<file path="config.mk">
export PLATFORM = sky130hd
export DESIGN_NAME = led_blink_chan
export DESIGN_NICKNAME = d
export VERILOG_FILES = /design/src/rtl/ledb_pkg.sv /design/src/rtl/ledb_prescale.sv /design/src/rtl/ledb_wave.sv /design/src/rtl/ledb_regs.sv /design/src/rtl/led_blink_chan.sv
export SDC_FILE = /design/constraint.sdc
export NUM_CORES = 1
export LEC_CHECK = 0
export BUFFER_PORTS_ARGS = -buffer_cell sky130_fd_sc_hd__buf_4
export CAP_MARGIN = 20
export CORE_AREA = 4 4 152 154
export CTS_BUF_LIST = sky130_fd_sc_hd__clkbuf_16
export DETAILED_ROUTE_END_ITERATION = 10
export DIE_AREA = 0 0 156 158
export GPL_TIMING_DRIVEN = 0
export PLACE_DENSITY_LB_ADDON = 0.25
export SYNTH_ARGS = -nofsm -noshare
export SYNTH_HDL_FRONTEND = slang
export SYNTH_HIERARCHICAL = 1
export SYNTH_SLANG_ARGS = --single-unit
</file>
<file path="constraint.sdc">
create_clock -name clk -period 2.5 [get_ports clk]
set_input_delay 0.25 -clock clk [delete_from_list [all_inputs] [get_ports clk]]
set_output_delay 0.25 -clock clk [all_outputs]
set_load 0.03 [all_outputs]
</file>
<file path="src/rtl/ledb_pkg.sv">
package ledb_pkg;

  // register indices on the 2-bit address
  typedef enum logic [1:0] {
    REG_CTRL  = 2'd0,
    REG_PER   = 2'd1,
    REG_HIGH  = 2'd2,
    REG_LIMIT = 2'd3
  } ledb_reg_e;

  // control register layout
  localparam int CTRL_W     = 7;
  localparam int SEL_W      = 4;
  localparam int BIT_EN     = 4;
  localparam int BIT_AUTO   = 5;
  localparam int BIT_MASK   = 6;

endpackage

</file>
<file path="src/rtl/ledb_prescale.sv">
module ledb_prescale
  import ledb_pkg::*;
#(
  parameter int PRE_W = 14
) (
  input  logic             clk,
  input  logic             rst_n,
  input  logic             run,
  input  logic             start,
  input  logic [SEL_W-1:0] sel,
  output logic             tick
);

  localparam int MAX_SEL = PRE_W - 1;

  logic [PRE_W-1:0] cnt_q, cnt_d;
  logic [SEL_W-1:0] sel_eff;
  logic [PRE_W-1:0] win;

  always_comb begin
    if (int'(sel) > MAX_SEL) sel_eff = SEL_W'(MAX_SEL);
    else                     sel_eff = sel;
    win  = {PRE_W{1'b1}} >> sel_eff;
    tick = run && ((cnt_q & win) == win);
  end

  always_comb begin
    cnt_d = cnt_q;
    if (start)    cnt_d = '0;
    else if (run) cnt_d = cnt_q + PRE_W'(1);
  end

  always_ff @(posedge clk or negedge rst_n) begin
    if (!rst_n) cnt_q <= '0;
    else        cnt_q <= cnt_d;
  end

  p_restart_zero_r3: assert property (@(posedge clk) disable iff (!rst_n)
    start |=> cnt_q == '0);

endmodule

</file>
<file path="src/rtl/ledb_wave.sv">
module ledb_wave #(
  parameter int PER_W  = 12,
  parameter int STOP_W = 16
) (
  input  logic              clk,
  input  logic              rst_n,
  input  logic              run,
  input  logic              start,
  input  logic              tick,
  input  logic              auto_en,
  input  logic [PER_W-1:0]  period,
  input  logic [PER_W-1:0]  high_time,
  input  logic [STOP_W-1:0] limit,
  output logic              wave,
  output logic              stop_pulse
);

  logic [PER_W-1:0]  step_q, step_d;
  logic [STOP_W-1:0] left_q, left_d;
  logic [PER_W:0]    step_nx;
  logic              last_step;
  logic              per_end;

  always_comb begin
    step_nx   = {1'b0, step_q} + {{PER_W{1'b0}}, 1'b1};
    last_step = step_nx >= {1'b0, period};
    per_end   = tick && last_step;
    stop_pulse = per_end && auto_en && (left_q <= STOP_W'(1));
    wave      = step_q < high_time;
  end

  always_comb begin
    step_d = step_q;
    left_d = left_q;
    if (start) begin
      step_d = '0;
      left_d = limit;
    end else if (tick) begin
      step_d = last_step ? '0 : step_nx[PER_W-1:0];
      if (per_end && auto_en && (left_q != '0))
        left_d = left_q - STOP_W'(1);
    end
  end

  always_ff @(posedge clk or negedge rst_n) begin
    if (!rst_n) begin
      step_q <= '0;
      left_q <= '0;
    end else begin
      step_q <= step_d;
      left_q <= left_d;
    end
  end

  p_hold_when_off_r5: assert property (@(posedge clk) disable iff (!rst_n)
    (!run && !start) |=> $stable(step_q) && $stable(left_q));

  p_start_reload_r6: assert property (@(posedge clk) disable iff (!rst_n)
    start |=> (step_q == '0) && (left_q == $past(limit)));

endmodule

</file>
<file path="src/rtl/ledb_regs.sv">
module ledb_regs
  import ledb_pkg::*;
#(
  parameter int PER_W  = 12,
  parameter int STOP_W = 16,
  parameter int DATA_W = 16
) (
  input  logic              clk,
  input  logic              rst_n,
  input  logic              wr_en,
  input  logic [1:0]        wr_addr,
  input  logic [DATA_W-1:0] wr_data,
  input  logic [1:0]        rd_addr,
  input  logic              stop_pulse,
  output logic [DATA_W-1:0] rd_data,
  output logic [CTRL_W-1:0] ctrl,
  output logic [PER_W-1:0]  period,
  output logic [PER_W-1:0]  high_time,
  output logic [STOP_W-1:0] limit,
  output logic              start
);

  logic [CTRL_W-1:0] ctrl_q, ctrl_d;
  logic [PER_W-1:0]  per_q, per_d;
  logic [PER_W-1:0]  hi_q, hi_d;
  logic [STOP_W-1:0] lim_q, lim_d;
  logic              wr_ctrl;

  always_comb begin
    wr_ctrl = wr_en && (wr_addr == REG_CTRL);
    start   = wr_ctrl && wr_data[BIT_EN] && !ctrl_q[BIT_EN];
  end

  always_comb begin
    ctrl_d = ctrl_q;
    per_d  = per_q;
    hi_d   = hi_q;
    lim_d  = lim_q;
    if (wr_en) begin
      case (ledb_reg_e'(wr_addr))
        REG_CTRL:  ctrl_d = wr_data[CTRL_W-1:0];
        REG_PER:   per_d  = wr_data[PER_W-1:0];
        REG_HIGH:  hi_d   = wr_data[PER_W-1:0];
        REG_LIMIT: lim_d  = wr_data[STOP_W-1:0];
        default:   ;
      endcase
    end
    // auto-stop overrides only the enable bit of a colliding write
    if (stop_pulse) ctrl_d[BIT_EN] = 1'b0;
  end

  always_ff @(posedge clk or negedge rst_n) begin
    if (!rst_n) begin
      ctrl_q <= '0;
      per_q  <= '0;
      hi_q   <= '0;
      lim_q  <= '0;
    end else begin
      ctrl_q <= ctrl_d;
      per_q  <= per_d;
      hi_q   <= hi_d;
      lim_q  <= lim_d;
    end
  end

  always_comb begin
    rd_data = '0;
    case (ledb_reg_e'(rd_addr))
      REG_CTRL:  rd_data[CTRL_W-1:0] = ctrl_q;
      REG_PER:   rd_data[PER_W-1:0]  = per_q;
      REG_HIGH:  rd_data[PER_W-1:0]  = hi_q;
      REG_LIMIT: rd_data[STOP_W-1:0] = lim_q;
      default:   rd_data = '0;
    endcase
  end

  assign ctrl      = ctrl_q;
  assign period    = per_q;
  assign high_time = hi_q;
  assign limit     = lim_q;

  p_stop_clears_en_r7: assert property (@(posedge clk) disable iff (!rst_n)
    stop_pulse |=> !ctrl_q[BIT_EN]);

  p_collide_keeps_bits_r9: assert property (@(posedge clk) disable iff (!rst_n)
    (stop_pulse && wr_ctrl) |=> ctrl_q[BIT_MASK] == $past(wr_data[BIT_MASK]));

endmodule

</file>
<file path="src/rtl/led_blink_chan.sv">
module led_blink_chan
  import ledb_pkg::*;
#(
  parameter int PRE_W  = 14,
  parameter int PER_W  = 12,
  parameter int STOP_W = 16,
  parameter int DATA_W = 16
) (
  input  logic              clk,
  input  logic              rst_n,
  input  logic              wr_en,
  input  logic [1:0]        wr_addr,
  input  logic [DATA_W-1:0] wr_data,
  input  logic [1:0]        rd_addr,
  output logic [DATA_W-1:0] rd_data,
  output logic              led_out,
  output logic              irq
);

  logic              rst_meta, rst_sync;
  logic [CTRL_W-1:0] ctrl;
  logic [PER_W-1:0]  period, high_time;
  logic [STOP_W-1:0] limit;
  logic              start, tick, wave, stop_pulse;
  logic              irq_q, irq_d;

  // asynchronous assert, synchronous release
  always_ff @(posedge clk or negedge rst_n) begin
    if (!rst_n) begin
      rst_meta <= 1'b0;
      rst_sync <= 1'b0;
    end else begin
      rst_meta <= 1'b1;
      rst_sync <= rst_meta;
    end
  end

  ledb_regs #(.PER_W(PER_W), .STOP_W(STOP_W), .DATA_W(DATA_W)) regs_i (
    .clk(clk), .rst_n(rst_sync), .wr_en(wr_en), .wr_addr(wr_addr),
    .wr_data(wr_data), .rd_addr(rd_addr), .stop_pulse(stop_pulse),
    .rd_data(rd_data), .ctrl(ctrl), .period(period), .high_time(high_time),
    .limit(limit), .start(start)
  );

  ledb_prescale #(.PRE_W(PRE_W)) pre_i (
    .clk(clk), .rst_n(rst_sync), .run(ctrl[BIT_EN]), .start(start),
    .sel(ctrl[SEL_W-1:0]), .tick(tick)
  );

  ledb_wave #(.PER_W(PER_W), .STOP_W(STOP_W)) wave_i (
    .clk(clk), .rst_n(rst_sync), .run(ctrl[BIT_EN]), .start(start),
    .tick(tick), .auto_en(ctrl[BIT_AUTO]), .period(period),
    .high_time(high_time), .limit(limit), .wave(wave),
    .stop_pulse(stop_pulse)
  );

  always_comb irq_d = stop_pulse && !ctrl[BIT_MASK];

  always_ff @(posedge clk or negedge rst_sync) begin
    if (!rst_sync) irq_q <= 1'b0;
    else           irq_q <= irq_d;
  end

  assign led_out = ctrl[BIT_EN] && wave;
  assign irq     = irq_q;

  p_irq_single_r8: assert property (@(posedge clk) disable iff (!rst_sync)
    irq_q |=> !irq_q);

  p_irq_source_r8: assert property (@(posedge clk) disable iff (!rst_sync)
    irq_q |-> $past(stop_pulse) && !$past(ctrl[BIT_MASK]));

endmodule

</file>
### Yosys cells after proc, flatten, opt, wreduce, memory -nomap -nowiden

Cells that the tools add are included.

| operators by class | value |
|---|---|
| add/subtract/negate cells | 3 |
| order comparisons | 4 |
| eq/ne operators | 7 |
| shift-type cells | 1 |
| muxes and demuxes | 15 |
| bitwise operators | 1 |
| reduce and logical (&&, ||, !) cells | 26 |

Operators with widths:

| cell | count |
|---|---|
| 16-bit two-way mux | 3 |
| 12-bit two-way mux | 3 |
| 14-bit two-way mux | 2 |
| 7-bit one-hot mux with 4 select lines | 1 |
| 16-bit by 1-bit less-or-equal comparator with 1-bit output (second input constant) | 1 |
| 16-bit nonzero test | 1 |
| 16-bit by 1-bit subtractor with 16-bit output (second input constant) | 1 |
| 5-bit one-hot mux with 3 select lines | 1 |
| 14-bit by 1-bit adder with 14-bit output (second input constant) | 1 |
| 14-bit AND | 1 |
| 14-bit == test | 1 |
| 14-bit by 4-bit >> shifter with 14-bit output (first input constant) | 1 |
| 12-bit by 1-bit adder with 13-bit output (second input constant) | 1 |
| 13-bit by 12-bit >= comparator with 1-bit output | 1 |
| 12-bit less-than comparator | 1 |
| 2-bit AND reduction | 6 |
| 1-bit logical AND | 10 |
| 5-bit two-way mux | 2 |
| 2-bit nonzero test | 5 |
| 2-bit == test (second input constant) | 4 |
| 4-bit two-way mux | 2 |
| 2-bit by 1-bit == test with 1-bit output (second input constant) | 2 |
| 4-bit > comparator (second input constant) | 1 |
| 2-bit zero test | 2 |
| other kinds (2) | 3 |

| word-level totals | value |
|---|---|
| bits in registers | 92 |
| input port bits | 23 |

### Longest topological paths before layout

Gate-level depths: netlist of the first run.

| logic depth | value |
|---|---|
| depth after elaboration | 12 |
| gate-level depth with buffers | 14 |
| depth with buffers taken out | 12 |

### By module

The synthesis of the first run kept the hierarchy.

Modules (own cells, without submodules):

| module | instances | cells an instance | area each (sq um) |
|---|---|---|---|
| ledb_wave | 1 | 272 | 2344.7 |
| ledb_regs | 1 | 130 | 2113.3 |
| ledb_prescale | 1 | 90 | 794.5 |
| led_blink_chan | 1 | 6 | 98.8 |

### Least setup slack after synthesis of the first run

No wires, ideal clock.

| timing path | value |
|---|---|
| kind | reg-to-reg |
| start point | register wave_i.step_q[2] |
| end point | register regs_i.ctrl_q[4], in the netlist regs_i/ctrl[4] |
| setup time | 136 ps |
| arrival time | 2780 ps |
| required time | 2364 ps |
| slack | -416 ps |
| cell stages (with the launch flop) | 15 |
| buffers on the path | 2 |
| period minus slack after synthesis | 2916 ps |
| cell sequence | dfrtp_1 nand4_2 nor2_1 and3_1 and3_1 xor2_1 ha_1 nand3_1 nor3_2 a21oi_4 buf_6 clkbuf_1 nor3_1 nand2b_1 mux2i_1 |

| on the way | value |
|---|---|
| longest elaborated chain between the ends | 7 |

RTL lines:

| element | line | RTL |
|---|---|---|
| from (decl) | ledb_wave.sv:18 | `logic [PER_W-1:0] step_q, step_d;` |
| from (signal assigned) | ledb_wave.sv:50 | `step_q <= step_d;` |
| 12-bit by 1-bit adder with 13-bit output (*) | ledb_wave.sv:25 | `step_nx = {1'b0, step_q} + {{PER_W{1'b0}}, 1'b1};` |
| 13-bit by 12-bit >= comparator with 1-bit output (*) | ledb_wave.sv:26 | `last_step = step_nx >= {1'b0, period};` |
| 1-bit logical AND (*) | ledb_wave.sv:27 | `per_end = tick && last_step;` |
| 1-bit logical AND (*) (2 in a row) | ledb_wave.sv:28 | `stop_pulse = per_end && auto_en && (left_q <= STOP_W'(1));` |
| net stop_pulse | led_blink_chan.sv:24 | `logic start, tick, wave, stop_pulse;` |
| 2-bit nonzero test (no line) | - |  |
| 2-bit AND reduction (no line) | - |  |
| to (signal assigned) | ledb_regs.sv:59 | `ctrl_q <= ctrl_d;` |
| to (decl) | ledb_regs.sv:23 | `logic [CTRL_W-1:0] ctrl_q, ctrl_d;` |

The timed path passes the listed nets; every way through them passes the cells marked *.
A chain may end at the register's enable or synchronous reset.

### Worst setup path in the final report of the first run

| timing path | value |
|---|---|
| start point | register wave_i.step_q[0] |
| end point | register wave_i.left_q[3] |

| on the way | value |
|---|---|
| longest elaborated chain between the ends | 7 |

RTL lines:

| element | line | RTL |
|---|---|---|
| 12-bit by 1-bit adder with 13-bit output | ledb_wave.sv:25 |  |
| 13-bit by 12-bit >= comparator with 1-bit output | ledb_wave.sv:26 |  |
| 1-bit logical AND | ledb_wave.sv:27 |  |
| 1-bit logical AND (2 in a row) | ledb_wave.sv:40 | `if (per_end && auto_en && (left_q != '0))` |
| 2-bit nonzero test (no line) | - |  |
| 2-bit AND reduction (no line) | - |  |
| to (signal assigned) | ledb_wave.sv:51 | `left_q <= left_d;` |
| to (decl) | ledb_wave.sv:19 | `logic [STOP_W-1:0] left_q, left_d;` |

No other way between the ends.

==> metrics.md, run 1 <==
| Metric | Value |
|---|---|
| Synth Instances | `498` |
| First-pass GRT wire length | `25100 um` |
| I/O Buffers | `38` |
| Most used DFF post-synth | `dfrtp_1` |
| Vias per cell | `4.98` |
| Total GRT Usage | `0.129` |
| Required time of the critical path | `2.77 ns` |
| Drt total wl | `15700 um` |
| Leak | `3.11 nW` |
| Share of post-route cells with drive strength above 1 | `0.422` |
| Top-level port count | `41` |
| Total number of vias | `4348` |
| Initial antenna violation count | `0` |
| Post-synth ARST share | `1.00` |
| Starting density of the core | `0.247` |
| TritonCTS Buffers | `9` |
| Fin. max-slew vios | `0` |
| Met3 wire length | `548 um` |
| Fillers | `2178` |
| Max clock buf depth | `2` |
| CP cell instances | `buf_6, and3_4, and3_4, xor2_4, ha_4, nand3_4, nor3_4, a21oi_4, buf_6, or4b_1, a31oi_1` |
| Max VDD drop | `0.312 mV` |
| Setup TNS | `-5.39 ns` |
| CP max FO | `6` |
| Failing checks | `negative setup slack` |
| DPL Wire Length | `10800 um` |
| Synth Net Count | `549` |
| Final setup vio count | `30` |
| Clock Skew | `0.0105 ns` |
| Worst setup SP type | `flip-flop` |
| Worst-path clk slew | `0.07 ns` |
| Hold Crit Class | `input port to flip-flop` |
| CP Capture Type | `flip-flop` |
| Die X | `156 um` |
| Mapped Area | `5350 um2` |
| Max Clock Freq | `358 MHz` |
| Setup WS pre-CTS | `-0.977 ns` |
| Wirelength per Cell | `17.9 um` |
| RSZ-0062 raised after global routing | `true` |
| Synth cell types | `63` |
| CP Class | `flip-flop to flip-flop` |
| Worst-Margin Slew | `0.683 ns` |
| Std-Cell Core Area | `21700 um2` |
| Sequential element share of the synthesized area | `0.430` |
| Root buffer cell | `clkbuf_16` |
| Grt total ovfl | `0` |
| Fin crit share | `1.12` |
| Layout net count | `639` |
| CTS H-tree depth | `3` |
| Pwr/cell area | `689 nW/um2` |
| Fin util | `0.331` |
| Min Tclk post-route | `2.79 ns` |
| MaxCap Viol Count | `0` |
| Final worst slack | `-0.291 ns` |
| Top Layer Used | `met4` |
| Rel. slew slack | `0.543` |
| RePlAce Congestion | `0.815` |
| Syn Area/Cell | `10.7 um2` |
| Fin. Hold Viols | `0` |
| CTS tree | `built` |
| Row Count | `54` |
| Clock Latency Late Sink | `0.35 ns` |
| CP max-delay cell | `dfrtp_2` |
| Largest net degree at the start of global routing | `48` |
| Met2 WL | `6970 um` |
| Critical path's largest stage delay | `0.49 ns` |
| Crit path DAT | `3.06 ns` |
| Area growth from synthesis to layout | `34.2%` |
| Vert. Die Dim | `158 um` |
| TritonRoute pass-1 iters | `7` |
| Vias in the first global route | `4542` |
| Post-synth EDFFs | `0` |
| Initial DRC count | `254` |
| Antenna Nets Post-Route | `0` |
| M1 WL | `7850 um` |
| Clock sinks | `92` |
| Synth Register Bits | `92` |
| Status | `finished, violations left` |
| DR DRC count | `0` |
| Synthesis warning total | `6` |
| Die ar. | `24600 um2` |
| N_diodes | `0` |
-- per-layer routing --
metal | global-route usage | vias up
met4 | 0.0438 | 0
li1 | - | 2011
met1 | 0.188 | 2225
met5 | 0 | -
met2 | 0.190 | 93
met3 | 0.0254 | 19
-- cell usage after synthesis, types with 11 or more instances --
cell | instances | area share
xnor2_1 | 11 | 0.018
ha_1 | 28 | 0.065
a21oi_1 | 13 | 0.012
o21ai_0 | 17 | 0.016
mux2_2 | 51 | 0.11
dfrtp_1 | 92 | 0.43
nand2_1 | 17 | 0.012
a22o_1 | 14 | 0.023
a31oi_1 | 14 | 0.016
nor2_1 | 43 | 0.030
nand3_1 | 16 | 0.015
inv_1 | 32 | 0.022
-- cells by family (layout without fill, tap and decap cells) --
| family | count (synthesis) | count (layout) | synth area share |
|---|---|---|---|
| AO/OA/AOI/OAI | 102 | 102 | 0.138 |
| XOR/XNOR | 20 | 20 | 0.0327 |
| adder cells (fa/ha/maj) | 28 | 28 | 0.0655 |
| buffers and inverters | 52 | 147 | 0.0449 |
| flip-flops | 92 | 92 | 0.430 |
| multiplexers | 60 | 60 | 0.141 |
| other | 1 | 1 | 0.000701 |
| AND/OR/NAND/NOR | 143 | 143 | 0.147 |
-- metrics by stage --
step,total power [W],hold slack (ns),cell area (um2),std cells
final,0.00495,0.129,7180,873
after global routing,0.00525,0.120,7180,873
after CTS,0.00491,0.113,6880,859
after detailed placement,0.00334,0.0341,6080,817
after global placement,0.00328,0.0329,6050,816
after floorplan,0.00291,-0.0456,5410,498
-- registers in the layout, indices dropped and copies added, names as in the netlist --
name and flops:
regs_i/limit 16, irq 1, regs_i/high_time 12, regs_i/period 12, regs_i/ctrl 7, rst_meta 1, pre_i/cnt_q 14, wave_i/step_q 12
rst_sync 1, wave_i/left_q 16
-- power breakdown --
part | internal, W | switching [W]
Clock | 0.000772 | 0.000618
Combinational | 0.000696 | 0.000712
Sequential | 0.00179 | 0.000362
Total | 0.00326 | 0.00169
-- cell usage in the layout (no fill, tap or decap), types with 7 or more instances in the layout --
cell	synthesis	routed
mux4_2	7	7
a21oi_1	13	9
clkbuf_16	0	10
o21ai_0	17	11
xnor2_1	11	9
buf_4	5	73
nand4_1	7	7
ha_1	28	22
or3_1	9	9
a31oi_1	14	13
inv_1	32	32
nor2_1	43	39
o31ai_2	0	7
mux2_2	51	51
buf_6	3	12
nand3_1	16	10
a22o_1	14	14
dfrtp_1	92	85
nand2_1	17	14
-- layout make-up --
cell class | count | area (um2) | area share
clock inverter | 7 | 67.6 | 0.00941
tap | 280 | 350 | 0.0488
timing repair buffer | 80 | 672 | 0.0935
sequential | 92 | 2310 | 0.322
inverter | 33 | 124 | 0.0172
clock buffer | 9 | 225 | 0.0314
multi-input combinational | 354 | 3270 | 0.455
buffer | 18 | 160 | 0.0223
-- worst max-delay path, delay by kind of cell (launching register included) --
kind	cells	cell delay [ns]
and+or+nand+nor	5	1.14
DFF	1	0.49
buffers and inverters	2	0.31
adders and majority gates	1	0.31
AOI/OAI and AO/OA	2	0.30
xor gates and xnor gates	1	0.16
-- path summary, 6_finish.rpt --
kind	startpoint	to	slack [ns]	depth (start not counted)
max	wave_i/step_q[0]	wave_i/left_q[3]	-0.29	11
min	wr_data[14]	regs_i/limit[14]	0.13	2
max reg2reg	wave_i/step_q[0]	wave_i/left_q[3]	-0.29	11
min reg2reg	rst_sync	regs_i/limit[13]	0.35	0
max in group asynchronous	rst_sync	regs_i/ctrl[1]	1.45	1
min in group asynchronous	rst_n	rst_sync	0.20	2
-- timing repair --
item / in CTS / in global routing
resized for setup: 60 / 37
gates cloned: 2 / 0
setup endpoints to repair: 31 / 33
hold buffers: 1 / 0
pin swaps: 30 / 40
endpoints found under the hold margin: 2 / 0
setup buffers: 24 / 14
(Power assumes the default switching activity.)
==> inputs of run 2 (changes only) <==
--- a/config.mk
+++ b/config.mk
@@ -7,10 +7,10 @@
 export LEC_CHECK = 0
 export BUFFER_PORTS_ARGS = -buffer_cell sky130_fd_sc_hd__buf_4
 export CAP_MARGIN = 20
-export CORE_AREA = 4 4 152 154
+export CORE_AREA = 4 4 104 106
 export CTS_BUF_LIST = sky130_fd_sc_hd__clkbuf_16
 export DETAILED_ROUTE_END_ITERATION = 10
-export DIE_AREA = 0 0 156 158
+export DIE_AREA = 0 0 108 110
 export GPL_TIMING_DRIVEN = 0
 export PLACE_DENSITY_LB_ADDON = 0.25
 export SYNTH_ARGS = -nofsm -noshare
==> run 2 against run 1 <==
Against the previous run:
- setup slack worse by 0.035 ns
- critical endpoint is now wave_i/left_q[4]
- count of clock-buffer cells in the layout stayed put
- final area is 5.8% lower
- clock power is 6% higher
- hold slack better by 0.011 ns
- utilization is 36 points higher
- fmax is 1.2% lower
- sequential share of layout area is 2.0 points higher
- largest cell class unchanged
- combinational power is 6% lower
- global-route usage is 12 points higher
- the run still ends with negative setup slack left
- critical path type unchanged
==> metrics.md, run 2 (synthesized netlist as in run 1, its figures left out) <==
| Metric | Value |
|---|---|
| Rel. slew slack | `0.512 (-0.0312)` |
| Die ar. | `11900 um2 (-52%)` |
| Top-level port count | `41 (unchanged)` |
| Worst R2R Start | `wave_i/step_q[4]` |
| Max Clock Freq | `354 MHz (-1.2%)` |
| Vert. Die Dim | `110 um (-30%)` |
| Vias in the first global route | `4390 (-3.3%)` |
| Std-Cell Core Area | `9770 um2 (-55%)` |
| Clock power share | `0.296 (+0.015)` |
| Worst-Margin Slew | `0.730 ns (+0.0467 ns)` |
| TritonCTS Buffers | `9 (unchanged)` |
| Max VDD drop | `0.416 mV (+33%)` |
| Min Tclk post-route | `2.83 ns (+0.0349 ns)` |
| CTS H-tree depth | `3 (unchanged)` |
| Fin crit share | `1.13 (+0.0140)` |
| CTS tree | `built` |
| Critical path's largest stage delay | `0.41 ns (-0.08 ns)` |
| Share of post-route cells with drive strength above 1 | `0.378 (-0.0438)` |
| Root buffer cell | `clkbuf_16` |
| Worst-path clk slew | `0.07 ns (about the same)` |
| Switch share | `0.329 (-0.0128)` |
| Crit path DAT | `3.03 ns (-0.03 ns)` |
| CP max-delay cell | `dfrtp_1` |
| Fin. Hold Viols | `0 (unchanged)` |
| Most common cell after layout, fill and taps aside | `dfrtp_1` |
| RSZ-0062 raised after global routing | `true` |
| Gate power share | `0.268 (-0.016)` |
| Reg2reg path depth | `13 (+2)` |
| CP Class | `flip-flop to flip-flop` |
| Setup TNS | `-5.15 ns (+0.240 ns)` |
| Starting density of the core | `0.547 (+0.301)` |
| R2r endpoint | `wave_i/left_q[4]` |
| I/O Buffers | `38 (unchanged)` |
| Fillers | `687 (-68%)` |
| Multi-input gate area in the final layout | `3120 um2 (-4.5%)` |
| Hold Crit Class | `input port to flip-flop` |
| Most frequent cells in the layout | `dfrtp_1 (84), buf_4 (72), mux2_2 (51), nor2_1 (41), inv_1 (32)` |
| Hold Path End | `regs_i/limit[13]` |
| Area growth from synthesis to layout | `26.4%` |
| CP Capture Type | `flip-flop` |
| RePlAce Congestion | `0.890 (+9.1%)` |
| Hold_sp | `wr_data[13]` |
| Drt total wl | `14300 um (-9.0%)` |
| Antenna Nets Post-Route | `0 (unchanged)` |
| DPL Wire Length | `9500 um (-12%)` |
| R2r setup slk | `-0.33 ns (-0.03 ns)` |
| Int Pwr | `0.00333 W (+2.1%)` |
| Max clock buf depth | `2 (unchanged)` |
| Largest net degree at the start of global routing | `55 (+15%)` |
| Die X | `108 um (-31%)` |
| Critical Path Most Common Cell | `and3_4` |
| Final worst slack | `-0.326 ns (-0.0349 ns)` |
| Power after layout | `0.00496 W (+0.17%)` |
| Status | `finished, violations left` |
| Buf/Inv on CP | `2 (unchanged)` |
| Vias per cell | `6.02 (+21%)` |
| Fin. max-slew vios | `0 (unchanged)` |
| Total GRT Usage | `0.245 (+0.116)` |
| Required time of the critical path | `2.70 ns (-0.07 ns)` |
| NetSw | `0.00163 W (-3.6%)` |
| Initial antenna violation count | `0 (unchanged)` |
| Final setup vio count | `30 (unchanged)` |
| Grt total ovfl | `0 (unchanged)` |
| FF+latch area | `2310 um2 (about the same)` |
| Row Count | `36 (-33%)` |
| Wirelength per Cell | `19.8 um (+11%)` |
| Leak | `3.03 nW (-2.4%)` |
| Pwr/cell area | `733 nW/um2 (+6.4%)` |
| Reg power frac | `0.436 (about the same)` |
| Total number of vias | `4324 (-0.55%)` |
| Worst hold stages | `2 (unchanged)` |
| Layout net count | `631 (-1.3%)` |
| Clock Skew | `0.00790 ns (-0.00256 ns)` |
| Failing checks | `negative setup slack` |
| TritonRoute pass-1 iters | `5 (-2)` |
| DR DRC count | `0 (unchanged)` |
| Largest delay share family, worst path | `compound AO/OA/AOI/OAI gates` |
| Clock Latency Late Sink | `0.34 ns (about the same)` |
| N_diodes | `0 (unchanged)` |
| Worst setup SP type | `flip-flop` |
| Initial DRC count | `247 (-2.8%)` |
| Clock sinks | `92 (unchanged)` |
| First-pass GRT wire length | `22400 um (-11%)` |
| CP cell instances | `nand4_4, nor2_4, and3_4, and3_4, xor2_2, ha_1, nand3_4, o211ai_4, a21oi_4, buf_6, buf_8, o31ai_2, a31oi_4` |
| CP max FO | `10 (+4)` |
| MaxCap Viol Count | `0 (unchanged)` |
run 2: cell count changes in the layout (fill, tap and decap cells not counted), moves of 3 or more:
| cell | previous run | this run |
|---|---|---|
| xor2_1 | 4 | 7 |
| a21oi_1 | 9 | 12 |
| buf_6 | 12 | 8 |
| nand3_1 | 10 | 13 |
run 2: repair_timing:
item                                    4_1_cts  5_1_grt
endpoints found under the setup margin       31       31
hold buffers                                  1        0
pin swaps                                    18       21
cloned                                        1        0
resized for setup                            31       34
setup buffers                                19       12
endpoints found under the hold margin         2        0
run 2: final cells by class:
class                      instances  share of cell area
buffer                            18              0.0211
clock inverter                     7              0.0133
multi-input combinational        354               0.462
tap                              133              0.0246
clock buffer                       9              0.0333
timing repair buffer              72              0.0854
inverter                          33              0.0183
sequential                        92               0.342
run 2: metal layers:
layer / vias up / GRT usage / share of wire
li1: 2006 / - / -
met1: 2169 / 0.305 / 0.41
met2: 119 / 0.441 / 0.53
met3: 30 / 0.0361 / 0.042
met4: 0 / 0.0748 / 0.021
met5: - / 0 / 0
run 2: power groups by stage:
| stage | clock, W | sequential (W) | combinational (W) |
|---|---|---|---|
| after floorplan | 0 | 0.00205 | 0.000862 |
| after global placement | 0 | 0.00215 | 0.00108 |
| after detailed placement | 0 | 0.00216 | 0.00115 |
| after CTS | 0.00148 | 0.00214 | 0.00126 |
| after global routing | 0.00154 | 0.00221 | 0.00145 |
| final | 0.00147 | 0.00216 | 0.00133 |
run 2: worst max-delay path by stage:
stage,depth (start not counted),startpoint,to,slack (ns)
floorplan,12,wave_i/step_q[4],wave_i/left_q[4],-0.20
global placement,9,regs_i/ctrl[1],wave_i/left_q[3],-0.72
detailed placement,9,regs_i/ctrl[1],wave_i/left_q[3],-0.86
CTS,12,wave_i/step_q[5],wave_i/left_q[4],-0.33
global route,13,wave_i/step_q[4],wave_i/left_q[4],-0.45
finish,13,wave_i/step_q[4],wave_i/left_q[4],-0.33
run 2: metrics by stage:
step           hold WS, ns  std cells   util  setup WS (ns)  instance area (um2)
5_1_grt              0.153        718  0.692         -0.449                 6770
6_report             0.141        718  0.692         -0.326                 6770
3_3_place_gp        0.0322        669  0.600         -0.723                 5870
3_5_place_dp        0.0334        670  0.603         -0.861                 5900
4_1_cts              0.136        706  0.668         -0.333                 6530
2_1_floorplan      -0.0456        498      -         -0.200                 5410
==> inputs of run 3 (changes only) <==
--- a/config.mk
+++ b/config.mk
@@ -5,7 +5,7 @@
 export SDC_FILE = /design/constraint.sdc
 export NUM_CORES = 1
 export LEC_CHECK = 0
-export BUFFER_PORTS_ARGS = -buffer_cell sky130_fd_sc_hd__buf_4
+export BUFFER_PORTS_ARGS = -buffer_cell sky130_fd_sc_hd__buf_2
 export CAP_MARGIN = 20
 export CORE_AREA = 4 4 104 106
 export CTS_BUF_LIST = sky130_fd_sc_hd__clkbuf_16
==> run 3 against run 2 <==
Against the previous run:
- sequential share of layout area up 0.90 points
- combinational power shrank 5%
- critical path depth is 1 lower
- sequential power is essentially flat
- cell count grew 0.56%
- power is 6.0% lower
- critical endpoint unchanged
- hold slack worse by 0.018 ns
- global-route usage decreased by 0.61 points
- utilization is 1.7 points lower
- routed wire length shrank 3.8%
- critical path type unchanged
- largest cell class unchanged
- the flow still finishes with violations (negative setup slack)
- highest routed layer unchanged
- clock power is 15% lower
==> metrics.md, run 3 (synthesized netlist as in run 1, its figures left out) <==
| Metric | Value |
|---|---|
| Multi-input gate area in the final layout | `3040 um2 (-2.6%)` |
| Failing checks | `negative setup slack` |
| Total number of vias | `4388 (+1.5%)` |
| Die ar. | `11900 um2 (unchanged)` |
| Status | `finished, violations left` |
| Post-placement cell count | `670 (unchanged)` |
| Fin util | `0.675 (-0.0174)` |
| Die X | `108 um (unchanged)` |
| Crit path DAT | `3.14 ns (+0.11 ns)` |
| RSZ-0062 raised after global routing | `true` |
| Largest net degree at the start of global routing | `63 (+15%)` |
| Root buffer cell | `clkbuf_16` |
| Setup TNS | `-7.23 ns (-2.07 ns)` |
| Final setup vio count | `30 (unchanged)` |
| Most common cell after layout, fill and taps aside | `dfrtp_1` |
| Fin. max-slew vios | `0 (unchanged)` |
| Fin. Hold Viols | `0 (unchanged)` |
| Worst R2R Start | `wave_i/step_q[1]` |
| Worst hold stages | `2 (unchanged)` |
| Reg2reg path depth | `12 (-1)` |
| First-pass GRT wire length | `21800 um (-2.9%)` |
| CP Class | `flip-flop to flip-flop` |
| TritonCTS Buffers | `9 (unchanged)` |
| I/O Buffers | `38 (unchanged)` |
| Hold_sp | `wr_data[12]` |
| Hold Crit Class | `input port to flip-flop` |
| Vias per cell | `6.08 (+0.92%)` |
| CP Capture Type | `flip-flop` |
| RePlAce Congestion | `0.900 (+1.2%)` |
| Max VDD drop | `0.522 mV (+26%)` |
| Final worst slack | `-0.370 ns (-0.0437 ns)` |
| Max clock buf depth | `2 (unchanged)` |
| Max Clock Freq | `348 MHz (-1.5%)` |
| MaxCap Viol Count | `0 (unchanged)` |
| Vert. Die Dim | `110 um (unchanged)` |
| Total GRT Usage | `0.239 (-0.00613)` |
| TritonRoute pass-1 iters | `5 (unchanged)` |
| Power after layout | `0.00466 W (-6.0%)` |
| CP max FO | `6 (-4)` |
| Std-Cell Core Area | `9770 um2 (unchanged)` |
| Clock sinks | `92 (unchanged)` |
| Grt total ovfl | `0 (unchanged)` |
| R2r endpoint | `wave_i/left_q[4]` |
| Top-level port count | `41 (unchanged)` |
| Pwr/cell area | `706 nW/um2 (-3.6%)` |
| Layout net count | `636 (+0.79%)` |
| Fillers | `726 (+5.7%)` |
| CTS H-tree depth | `3 (unchanged)` |
| Row Count | `36 (unchanged)` |
| Share of post-route cells with drive strength above 1 | `0.368 (-0.00936)` |
| Worst setup SP type | `flip-flop` |
| Worst-Margin Slew | `0.682 ns (-0.0481 ns)` |
| Leak | `2.99 nW (-1.3%)` |
| Hold Path End | `regs_i/limit[12]` |
| Most frequent cells in the layout | `dfrtp_1 (83), mux2_2 (51), nor2_1 (42), buf_2 (39), buf_4 (36)` |
| Worst-path clk slew | `0.07 ns (about the same)` |
| Initial antenna violation count | `0 (unchanged)` |
| CTS tree | `built` |
| Clock Skew | `0.0112 ns (+0.00332 ns)` |
| Antenna Nets Post-Route | `0 (unchanged)` |
| Starting density of the core | `0.547 (unchanged)` |
| Min Tclk post-route | `2.87 ns (+0.0437 ns)` |
| DPL Wire Length | `9320 um (-1.9%)` |
| R2r setup slk | `-0.37 ns (-0.04 ns)` |
| Required time of the critical path | `2.77 ns (+0.07 ns)` |
| Vias in the first global route | `4393 (+0.068%)` |
| Area growth from synthesis to layout | `23.2%` |
| Rel. slew slack | `0.544 (+0.0322)` |
| N_diodes | `0 (unchanged)` |
| DR DRC count | `0 (unchanged)` |
| Wirelength per Cell | `19.0 um (-4.3%)` |
| FF+latch area | `2320 um2 (about the same)` |
| Initial DRC count | `251 (+1.6%)` |
| Clock Latency Late Sink | `0.36 ns (+0.02 ns)` |
| Fin crit share | `1.15 (+0.0175)` |
| Drt total wl | `13700 um (-3.8%)` |
| Layout Cells excl Fill | `722 (+0.56%)` |
[run 3: cell count changes in the layout (fill, tap and decap cells not counted), moves of 2 or more]
cell / before / now
a21oi_1: 12 / 10
a21oi_2: 1 / 3
buf_2: 1 / 39
buf_4: 72 / 36
bufinv_16: 2 / 0
clkinv_2: 3 / 1
clkinvlp_4: 0 / 3
o31ai_1: 0 / 6
o31ai_2: 7 / 2
[run 3: stage by stage]
| step | instance area, um2 | setup slack [ns] | hold WS [ns] |
|---|---|---|---|
| CTS | 6380 | -0.340 | 0.120 |
| floorplan | 5410 | -0.200 | -0.0456 |
| finish | 6600 | -0.370 | 0.122 |
| detailed placement | 5800 | -0.852 | 0.0363 |
| global placement | 5770 | -0.741 | 0.0347 |
| global route | 6600 | -0.481 | 0.122 |
[run 3: routing by layer]
metal	global-route usage	up-vias	wire (um)	part of all wire
li1	-	2019	-	-
met1	0.292	2199	5610	0.41
met2	0.412	137	7020	0.51
met3	0.0582	33	686	0.050
met4	0.0875	0	397	0.029
met5	0	-	0	0
[run 3: critical path, stage by stage, from the launching register on]
cell	delay, ns
dfrtp_2	0.46
ha_4	0.21
nand3_1	0.08
nor2_1	0.05
xor2_1	0.17
ha_1	0.34
nand2_2	0.09
o21a_1	0.20
o211ai_4	0.26
a21oi_4	0.09
buf_6	0.16
or4_4	0.49
a31oi_4	0.16
[run 3: power by group]
| part | total (W) | leakage [nW] | switching [W] | internal (W) |
|---|---|---|---|---|
| Combinational | 0.00127 | 1.78 | 0.000650 | 0.000619 |
| Clock | 0.00125 | 0.121 | 0.000584 | 0.000666 |
| Sequential | 0.00214 | 1.10 | 0.000349 | 0.00179 |
[run 3: what timing repair did]
item | in CTS | in global routing
setup buffers | 20 | 13
endpoints found under the hold margin | 2 | 0
setup endpoints to repair | 31 | 32
resized for setup | 29 | 23
pin swaps | 19 | 22
cloned | 3 | 0
hold buffers | 1 | 0
[run 3: area by class of cell]
cell class                      count  share of cell area
Buffer                             19              0.0239
Tap cell                          133              0.0252
Timing Repair Buffer               76              0.0793
Multi-Input combinational cell    354               0.461
Inverter                           33              0.0188
Sequential cell                    92               0.351
Clock inverter                      6             0.00607
Clock buffer                        9              0.0341
[run 3: worst max path at each step]
stage | endpoint | from | slack, ns
final | wave_i/left_q[4] | wave_i/step_q[1] | -0.37
after global routing | wave_i/left_q[4] | wave_i/step_q[8] | -0.48
after CTS | wave_i/left_q[4] | wave_i/step_q[3] | -0.34
after detailed placement | wave_i/left_q[3] | regs_i/ctrl[1] | -0.85
after global placement | wave_i/left_q[3] | regs_i/ctrl[1] | -0.74
after floorplan | wave_i/left_q[4] | wave_i/step_q[4] | -0.20
